===== src/rtl/cap_pkg.sv =====
package cap_pkg;
  typedef enum logic [1:0] {
    EDGE_NONE = 2'd0,
    EDGE_RISE = 2'd1,
    EDGE_FALL = 2'd2,
    EDGE_BOTH = 2'd3
  } edge_code_t;

  function automatic logic edge_match(input logic [1:0] code, input logic rise, input logic fall);
    logic r;
    case (code)
      EDGE_RISE: r = rise;
      EDGE_FALL: r = fall;
      EDGE_BOTH: r = rise | fall;
      default:   r = 1'b0;
    endcase
    return r;
  endfunction

  function automatic logic next_flag(input logic cur, input logic set, input logic clr);
    return set | (cur & ~clr);
  endfunction
endpackage


===== src/rtl/cap_sync.sv =====
module cap_sync (
  input  logic clk,
  input  logic rst_n,
  input  logic din,
  output logic rise,
  output logic fall
);
  logic s1, s2, hist;

  always_ff @(posedge clk or negedge rst_n) begin
    if (!rst_n) begin
      s1   <= 1'b0;
      s2   <= 1'b0;
      hist <= 1'b0;
    end else begin
      s1   <= din;
      s2   <= s1;
      hist <= s2;
    end
  end

  assign rise = s2 & ~hist;
  assign fall = ~s2 & hist;
endmodule


===== src/rtl/cap_channel.sv =====
module cap_channel #(
  parameter int CW = 16
) (
  input  logic          clk,
  input  logic          rst_n,
  input  logic          rise,
  input  logic          fall,
  input  logic [1:0]    edge_sel,
  input  logic          allow,
  input  logic [CW-1:0] count_val,
  input  logic          clr_cap,
  input  logic          clr_ovf,
  output logic [CW-1:0] data,
  output logic          cap_flag,
  output logic          ovf_flag,
  output logic          hit
);
  import cap_pkg::*;

  logic overwrite;

  assign hit       = allow & edge_match(edge_sel, rise, fall);
  assign overwrite = hit & cap_flag;

  always_ff @(posedge clk or negedge rst_n) begin
    if (!rst_n) begin
      data     <= '0;
      cap_flag <= 1'b0;
      ovf_flag <= 1'b0;
    end else begin
      if (hit) data <= count_val;
      cap_flag <= next_flag(cap_flag, hit, clr_cap);
      ovf_flag <= next_flag(ovf_flag, overwrite, clr_ovf);
    end
  end
endmodule


===== src/rtl/input_capture_dual.sv =====
module input_capture_dual #(
  parameter int CW = 16
) (
  input  logic          clk,
  input  logic          rst_n,
  input  logic [CW-1:0] count_val,
  input  logic          count_run,
  input  logic          mode_capture,
  input  logic [1:0]    trig,
  input  logic [1:0]    edge_sel_a,
  input  logic [1:0]    edge_sel_b,
  input  logic [1:0]    cap_ie,
  input  logic [1:0]    ovf_ie,
  input  logic [1:0]    clr_cap,
  input  logic [1:0]    clr_ovf,
  output logic [CW-1:0] cap_data_a,
  output logic [CW-1:0] cap_data_b,
  output logic [1:0]    cap_flag,
  output logic [1:0]    ovf_flag,
  output logic          irq
);
  localparam int NCH = 2;

  logic [NCH-1:0]         rise, fall, hit;
  logic [NCH-1:0][1:0]    sel;
  logic [NCH-1:0][CW-1:0] data;
  logic                   allow;

  assign allow  = mode_capture & count_run;
  assign sel[0] = edge_sel_a;
  assign sel[1] = edge_sel_b;

  for (genvar c = 0; c < NCH; c++) begin : g_ch
    cap_sync u_sync (
      .clk(clk), .rst_n(rst_n), .din(trig[c]), .rise(rise[c]), .fall(fall[c])
    );
    cap_channel #(.CW(CW)) u_ch (
      .clk(clk), .rst_n(rst_n), .rise(rise[c]), .fall(fall[c]),
      .edge_sel(sel[c]), .allow(allow), .count_val(count_val),
      .clr_cap(clr_cap[c]), .clr_ovf(clr_ovf[c]), .data(data[c]),
      .cap_flag(cap_flag[c]), .ovf_flag(ovf_flag[c]), .hit(hit[c])
    );
  end

  assign cap_data_a = data[0];
  assign cap_data_b = data[1];
  assign irq = |((cap_flag & cap_ie) | (ovf_flag & ovf_ie));
endmodule


===== config.mk =====
export PLATFORM = sky130hd
export DESIGN_NAME = input_capture_dual
export DESIGN_NICKNAME = d
export VERILOG_FILES = /design/src/rtl/cap_pkg.sv /design/src/rtl/cap_sync.sv /design/src/rtl/cap_channel.sv /design/src/rtl/input_capture_dual.sv
export SDC_FILE = /design/constraint.sdc
export NUM_CORES = 1
export LEC_CHECK = 0
export BUFFER_PORTS_ARGS = -buffer_cell sky130_fd_sc_hd__buf_2
export CAP_MARGIN = 0
export CORE_ASPECT_RATIO = 0.7
export CORE_MARGIN = 5
export CORE_UTILIZATION = 47
export CTS_CLUSTER_DIAMETER = 150
export CTS_CLUSTER_SIZE = 12
export DETAILED_ROUTE_END_ITERATION = 8
export PLACE_DENSITY = 0.82
export SYNTH_ARGS = -nofsm -noshare
export SYNTH_HDL_FRONTEND = slang
export SYNTH_SLANG_ARGS = --single-unit

===== constraint.sdc =====
create_clock -name clk -period 2.7 [get_ports clk]
set_input_delay 0 -clock clk [delete_from_list [all_inputs] [get_ports clk]]
set_output_delay 0 -clock clk [all_outputs]
set_load 0.02 [all_outputs]

==> flow_summary.ini, run 1 <==
[run_status]
status = finished, final reports clean

[layout]
diodes = 0
final_cell_mix = buf_2, dfrtp_1, dlygate4sd3_1, mux2_4, mux2_2
final_nets = 239
syn_to_final_growth_pct = 38.28
layout_commonest_cell = buf_2
instances_no_fill = 252
drive_gt1_share_pct = 58.91
final_area_um2 = 2436
fill_cells = 276

[detailed_routing]
via_per_inst = 4.690
routedWlPerCell_um = 14.60
drt_iter0_drc = 38
vias = 1182
ant_nets = 0
wirelength_um = 3679
dr.pass1.iters = 4
drc = 0

[floorplanning]
start_util_pct = 49.51
fp.dieW_um = 83.18
core-area_um2 = 3558
die_y_um = 61.23
num_io_pins = 71
rows = 18
die-area_um2 = 5092

[critical_path]
critical_path.max_fanout = 18
worstPathRequired_ns = 2.87
cp.arrival_ns = 2.11
cp-end-kind = flip-flop
rr_startpoint = g_ch[1].u_sync.hist
setup.worst_path.start = g_ch[1].u_sync.hist
crit_path_start_kind = flip-flop
critPathKind = reg2reg

[sta]
fin_crit_sh_pct = 71.86
setup_violations = 0
setup-tns-final_ns = 0
slew_viol_final = 0
fin_crit_ns = 1.940
hold_viol = 0
worstMarginPinSlew_ns = 0.9090
rsz0062_at_grt = no
slew_headroom_pct = 39.40
fmax_ghz = 0.5154
fin_worst_skew_ns = 0.009209

[clock_tree]
cts_sinks = 42
cts_setup_buffers = 0
clockRootBuffer = clkbuf_8
tritoncts = yes
cts.clk_slew.worst_paths_ns = 0.08
clk_path_buf_depth = 2
h-tree-depth = 2
numCtsBuffers = 5
clk-insertion-delay-late_ns = 0.28

[placed_design]
io_buffers = 70
placed_cells = 225
placed_cell_area_um2 = 2137
hpwl_um = 2669
place_congestion = 0.7660

[pwr]
clockPowerShare_pct = 25.8
p_switching_mw = 0.5558
ir_worst_vdd_mv = 0.5301
cellPowerDensity_nw_per_um2 = 754.1
leakagePower_nw = 1.241
p_sw_share_pct = 30.26
p_int_mw = 1.281
finalPower_mw = 1.837
seq_power_share_pct = 44.8
share_comb_of_total_power_pct = 29.4

[synthesis]
synth_cell_type_count = 15
yosys.area_share.simple_pct = 2.131
yosysSeqAreaShare_pct = 59.66
syn-instance-count = 108
netlist_area_um2 = 1762
synth_xor_area_share_pct = 0
syn_nets = 146
synth_compound_area_share_pct = 6.392
ys_seq_elements = 42
ys_warn_count = 0
synth_top_family_by_area = multiplexers
avgSynthCellArea_um2 = 16.31
yosys-mux-area-fraction_pct = 23.86
synthAdderAreaFrac_pct = 2.841

[grt]
grt_pass1_wl_um = 6348
grt.overflow.total = 0
grt_pass1_vias = 1279
antenna_found_initial = 0
grt_usage_pct = 15.87
grt_max_degree = 43

[min_path]
min_from = clr_cap[1]
hp-class = in2reg

[flow_run]
drv_cap = 0
## logic make-up after synthesis
kind of cell | after synthesis
fa+ha+maj | 4
compound gates | 10
simple gates | 6
mux | 32
buf+inv | 14
flops | 42
## final timing paths
kind	slack [ns]	cells past startpoint	to
worst max-delay path	0.76	6	g_ch[1].u_ch.data[15]
worst min-delay path	0.01	3	g_ch[1].u_ch.cap_flag
worst min register to register	0.35	0	g_ch[0].u_sync.s2
max in group asynchronous	1.72	2	g_ch[0].u_ch.data[9]
min in group asynchronous	0.40	2	g_ch[0].u_sync.hist
worst max register to register	0.76	6	g_ch[1].u_ch.data[15]
## through the flow
step	util, %	setup WS (ns)	hold WS [ns]
2_1_floorplan	-	0.8001	-0.2956
3_3_place_gp	60.06	0.8365	0.1099
3_5_place_dp	60.06	0.7566	0.1101
4_1_cts	68.46	0.7436	0.002103
5_1_grt	68.46	0.6926	0.01365
6_report	68.46	0.7599	0.01021
## critical path: stages (launching register included)
cell and delay [ns]:
dfrtp_1 0.35, inv_1 0.05, ha_1 0.28, nand2b_1 0.18
a311oi_4 0.25, buf_4 0.33, mux2_2 0.38
## per-layer routing
metal	up-vias	track usage [%]	routed length [um]
met4	0	3.497	8
met3	2	6.417	315
met1	586	18.62	1554
li1	548	-	-
met5	-	0	0
met2	46	28.31	1801
## sequential cells by signal, indices dropped and copies added, names as in the netlist
register,cells
g_ch.u_sync.s2,2
g_ch.u_ch.data,32
g_ch.u_sync.s1,2
g_ch.u_sync.hist,2
g_ch.u_ch.cap_flag,2
g_ch.u_ch.ovf_flag,2
## cells in the mapped netlist
cell type / instances / share of area (%)
a21o_2: 2 / 0.99
inv_1: 8 / 1.7
ha_1: 4 / 2.8
a311oi_4: 2 / 3.0
nand2b_2: 2 / 0.99
nand2_1: 2 / 0.43
a22o_1: 2 / 0.99
a22oi_1: 2 / 0.85
mux2_4: 16 / 14
a21oi_1: 2 / 0.57
buf_8: 2 / 1.7
nand2b_1: 2 / 0.71
buf_4: 4 / 1.7
dfrtp_1: 42 / 60
mux2_2: 16 / 10
## layout make-up
class	count	area, um^2	area share, %
Multi-Input combinational cell	52	620.6	25.48
Tap cell	50	62.56	2.568
Sequential cell	42	1051	43.14
Timing Repair Buffer	92	563.0	23.11
Inverter	8	30.03	1.233
Clock inverter	3	40.04	1.644
Clock buffer	5	68.82	2.825
## repair_timing
action,4_1_cts,5_1_grt
hold buffers,19,0
gates resized for setup,0,0
setup endpoints to repair,0,0
endpoints found under the hold margin,76,0
## power groups by stage
| stage | clock network, mW | registers (mW) | logic (mW) |
|---|---|---|---|
| after global placement | 0 | 0.825 | 0.516 |
| after floorplan | 0 | 0.978 | 0.183 |
| after detailed placement | 0 | 0.833 | 0.525 |
| final | 0.474 | 0.823 | 0.541 |
| after CTS | 0.484 | 0.825 | 0.546 |
| after global routing | 0.517 | 0.839 | 0.581 |
Power figures use the tool's default switching activity.
==> run 2, diff against run 1 <==
==> constraint.sdc (replaced) <==
create_clock -name clk -period 1.8 [get_ports clk]
set_input_delay 0 -clock clk [delete_from_list [all_inputs] [get_ports clk]]
set_output_delay 0 -clock clk [all_outputs]
set_load 0.02 [all_outputs]
==> flow_summary.ini, run 2 (synthesis results as in run 1) <==
[detailed_routing]
wirelength_um = 4347
drt_iter0_drc = 11
drc = 0
via_per_inst = 4.621
ant_nets = 0
dr.pass1.iters = 4
vias = 1220
routedWlPerCell_um = 16.47

[sta]
slew_headroom_pct = 39.71
worstMarginPinSlew_ns = 0.9044
rsz0062_at_grt = yes
whs_ns = 0.01563
setup_violations = 7
fin_crit_sh_pct = 101.2
fmax_ghz = 0.5489
fin_worst_skew_ns = 0.006062
hold_viol = 0
worst_slack_ns = -0.02198
slew_viol_final = 0
fin_crit_ns = 1.822

[clock_tree]
clk_path_buf_depth = 2
tritoncts = yes
clockRootBuffer = clkbuf_8
clk-insertion-delay-late_ns = 0.29
cts.clk_slew.worst_paths_ns = 0.07
numCtsBuffers = 5
h-tree-depth = 2
cts_sinks = 42

[layout]
finish.utilization_pct = 76.05
final_area_um2 = 2706
diodes = 0
syn_to_final_growth_pct = 53.62
final_nets = 251
drive_gt1_share_pct = 60.28
layout_commonest_cell = buf_2
regMostFlops = g_ch.u_ch.data
largest_reg_flops = 32
final_cell_mix = buf_2, dfrtp_1, mux2_4, dlygate4sd3_1, inv_1

[placed_design]
io_buffers = 70
hpwl_um = 2580
place_congestion = 0.8006
placed_cell_area_um2 = 2170
dp_slack_ns = -0.004506

[run_status]
status = complete, but fails checks
violations = negative setup slack

[critical_path]
r2r_cells = 7
critPathKind = reg2reg
crit_path_start_kind = flip-flop
cp-end-kind = flip-flop
worstPathRequired_ns = 1.98
cp.arrival_ns = 2.00
critical_path.max_fanout = 8

[grt]
grt_max_degree = 43
grt_pass1_wl_um = 6147
grt.overflow.total = 0
grt_usage_pct = 15.77
antenna_found_initial = 0
grt_pass1_vias = 1276

[floorplanning]
core-area_um2 = 3558
num_io_pins = 71
rows = 18
start_util_pct = 49.51
fp.dieW_um = 83.18
die-area_um2 = 5092
die_y_um = 61.23

[min_path]
min_path_cells = 3
hp-class = in2reg

[pwr]
p_switching_mw = 0.8641
p_sw_share_pct = 30.01
share_comb_of_total_power_pct = 31.8
cellPowerDensity_nw_per_um2 = 1064
p_int_mw = 2.015
ir_worst_vdd_mv = 0.6708
seq_power_share_pct = 43.2
leakagePower_nw = 1.389
clockPowerShare_pct = 24.9

[flow_run]
drv_cap = 0
run 2: changes by cell type in the layout (fill, tap and decap cells not counted), sizes merged:
cell         delta
buf             +6
clkbuf          +6
clkinv          -2
dlygate4sd3     +2
run 2: stage by stage:
stage | cells | total power, mW | setup TNS (ns)
6_report | 264 | 2.879 | -0.1096
2_1_floorplan | 108 | 1.747 | -0.3483
5_1_grt | 264 | 3.015 | -1.419
3_3_place_gp | 224 | 2.024 | 0
3_5_place_dp | 224 | 2.046 | -0.004506
4_1_cts | 254 | 2.808 | -0.02508
run 2: path summary, 6_finish.rpt:
| path | start | end | slack [ns] |
|---|---|---|---|
| worst max-delay path | g_ch[0].u_sync.hist | g_ch[0].u_ch.data[7] | -0.02 |
| worst min-delay path | clr_ovf[1] | g_ch[1].u_ch.ovf_flag | 0.02 |
| worst max register to register | g_ch[0].u_sync.hist | g_ch[0].u_ch.data[7] | -0.02 |
| worst min register to register | g_ch[0].u_sync.s1 | g_ch[0].u_sync.s2 | 0.36 |
| max in group asynchronous | rst_n | g_ch[0].u_sync.s2 | 0.86 |
| min in group asynchronous | rst_n | g_ch[0].u_ch.data[6] | 0.38 |
run 2: routing by layer:
metal / vias up / share of wire, % / GRT usage (%)
met5: - / 0 / 0
met4: 0 / 0.87 / 4.196
met3: 5 / 9.4 / 7.888
met2: 61 / 45 / 26.26
met1: 577 / 44 / 18.68
li1: 577 / - / -
run 2: final cells by class:
type | count | area, um^2
clock inverter | 1 | 30.03
inverter | 8 | 30.03
tap | 50 | 62.56
fill | 226 | 852.1
multi-input combinational | 52 | 695.7
sequential | 42 | 1051
clock buffer | 7 | 76.32
timing repair buffer | 104 | 760.7
run 2: critical path, cell delays in order (launching register included):
cell and delay, ns:
dfrtp_1 0.36, inv_1 0.05, ha_1 0.29, nand2b_4 0.15
a311oi_4 0.21, buf_6 0.17, clkbuf_16 0.17, mux2_4 0.30
run 2: power by group through the flow:
stage                     Sequential, mW  Combinational [mW]  Clock [mW]
final                               1.25               0.917       0.717
after global routing                1.27               0.976       0.770
after CTS                           1.24               0.837       0.735
after detailed placement            1.25               0.798           0
after global placement              1.24               0.783           0
after floorplan                     1.47               0.280           0
run 2: timing repair:
item	CTS	global route
hold buffers	21	0
resized for setup	1	17
cloned	0	4
endpoints found under the setup margin	8	24
endpoints found under the hold margin	78	0
setup buffers	1	6
==> run 3, diff against run 2 <==
--- a/config.mk
+++ b/config.mk
@@ -13,7 +13,7 @@
 export CTS_CLUSTER_DIAMETER = 150
 export CTS_CLUSTER_SIZE = 12
 export DETAILED_ROUTE_END_ITERATION = 8
-export PLACE_DENSITY = 0.82
+export PLACE_DENSITY_LB_ADDON = 0.05
 export SYNTH_ARGS = -nofsm -noshare
 export SYNTH_HDL_FRONTEND = slang
 export SYNTH_SLANG_ARGS = --single-unit
==> flow_summary.ini, run 3 (synthesis results as in run 1) <==
[sta]
slew_headroom_pct = 81.80
slew_viol_final = 0
worstMarginPinSlew_ns = 0.2730
fmax_ghz = 0.5775
fin_crit_sh_pct = 96.20
worst_slack_ns = 0.06836
setup_violations = 0
fin_worst_skew_ns = 0.007476
hold_viol = 0
fin_crit_ns = 1.732
rsz0062_at_grt = yes
whs_ns = 0.02029

[layout]
drive_gt1_share_pct = 60.19
fill_cells = 249
regMostFlops = g_ch.u_ch.data
final_area_um2 = 2561
largest_reg_flops = 32
multi_input_area_um2 = 669.4
final_cell_mix = buf_2, dfrtp_1, mux2_4, dlygate4sd3_1, inv_1
syn_to_final_growth_pct = 45.38
diodes = 0
final_nets = 248
seq_area_um2 = 1051
layout_commonest_cell = buf_2

[pwr]
cellPowerDensity_nw_per_um2 = 1062
clockPowerShare_pct = 22.9
p_switching_mw = 0.8515
p_int_mw = 1.869
share_comb_of_total_power_pct = 31.8
seq_power_share_pct = 45.3
p_sw_share_pct = 31.30
ir_worst_vdd_mv = 0.7097
leakagePower_nw = 1.317

[grt]
grt_pass1_vias = 1306
grt.overflow.total = 0
grt_pass1_wl_um = 6368
antenna_found_initial = 0
grt_max_degree = 22
grt_usage_pct = 16.17

[critical_path]
cp_cell_sequence = ha_1 -> nand2b_4 -> a311oi_4 -> buf_6 -> mux2_2
worstPathRequired_ns = 1.98
crit_buf_inv = 1
crit_family = flip-flops
slowest_stage = dfrtp_1
rr_startpoint = g_ch[1].u_sync.s2
cp.depth = 5
r2r_cells = 5
crit_path_start_kind = flip-flop
r2r_end = g_ch[1].u_ch.data[5]
r2r_slack_ns = 0.07
cp-end-kind = flip-flop
critPathKind = reg2reg
cp.arrival_ns = 1.91
critical_path.max_fanout = 8
critPathMaxStageDelay_ns = 0.40

[detailed_routing]
vias = 1216
drt_iter0_drc = 31
dr.pass1.iters = 4
via_per_inst = 4.659
drc = 0
wirelength_um = 3851
routedWlPerCell_um = 14.75
ant_nets = 0

[placed_design]
placed_cell_area_um2 = 2175
io_buffers = 70
hpwl_um = 2641
dp_slack_ns = 0.02231
place_congestion = 0.7533

[clock_tree]
clk-insertion-delay-late_ns = 0.29
clk_path_buf_depth = 2
tritoncts = yes
numCtsBuffers = 5
cts.clk_slew.worst_paths_ns = 0.08
cts_sinks = 42
h-tree-depth = 2
clockRootBuffer = clkbuf_8

[min_path]
min_path_cells = 3
hold_path_end = g_ch[1].u_ch.ovf_flag
min_from = clr_ovf[1]
hp-class = in2reg

[floorplanning]
die_y_um = 61.23
num_io_pins = 71
fp.dieW_um = 83.18
core-area_um2 = 3558
die-area_um2 = 5092
start_util_pct = 49.51
rows = 18

[run_status]
status = finished, final reports clean

[flow_run]
drv_cap = 0
-- run 3: routing by layer --
layer | wire [um] | part of all wire, % | global-route usage (%) | vias up
met1 | 1689 | 44 | 19.98 | 600
met5 | 0 | 0 | 0 | -
met2 | 1886 | 49 | 27.40 | 40
met4 | 33 | 0.86 | 5.828 | 0
li1 | - | - | - | 571
met3 | 241 | 6.3 | 5.348 | 5
-- run 3: layout make-up --
class	instances	area share, %
flip-flops and latches	42	41.04
multi-input cells	52	26.14
repair buffers	101	25.50
clock buffers	6	3.224
well taps	50	2.443
inverters	8	1.172
clock inverters	2	0.4885
-- run 3: worst min-delay path, delay by kind of cell --
kind / cells / cell delay [ns]
AOI/OAI and AO/OA: 1 / 0.13
buffers and inverters: 2 / 0.15
-- run 3: how the worst max path moves through the flow --
stage,from,end
4_1_cts,g_ch[1].u_sync.hist,g_ch[1].u_ch.data[15]
3_3_place_gp,g_ch[1].u_sync.hist,g_ch[1].u_ch.data[15]
6_report,g_ch[1].u_sync.s2,g_ch[1].u_ch.data[5]
3_5_place_dp,g_ch[1].u_sync.hist,g_ch[1].u_ch.data[15]
5_1_grt,g_ch[0].u_sync.hist,g_ch[0].u_ch.data[7]
2_1_floorplan,g_ch[0].u_sync.hist,g_ch[0].u_ch.data[0]
-- run 3: power groups by stage --
| stage | Sequential (mW) | Clock (mW) | Combinational (mW) |
|---|---|---|---|
| floorplan | 1.47 | 0 | 0.280 |
| global placement | 1.24 | 0 | 0.784 |
| detailed placement | 1.25 | 0 | 0.796 |
| CTS | 1.23 | 0.646 | 0.835 |
| global route | 1.26 | 0.688 | 0.920 |
| finish | 1.23 | 0.622 | 0.865 |
-- run 3: what timing repair did --
action	in CTS	in global routing
hold buffers	22	0
resized for setup	0	13
buffers inserted	0	3
setup endpoints to repair	0	31
hold endpoints to repair	79	0
-- run 3: through the flow --
step                setup TNS [ns]  instances  power (mW)  utilization (%)
global route              -0.01496        261       2.864            71.98
finish                           0        261       2.720            71.98
floorplan                  -0.3483        108       1.747                -
detailed placement               0        228       2.044            61.11
CTS                              0        258       2.712            69.97
global placement                 0        228       2.025            61.11
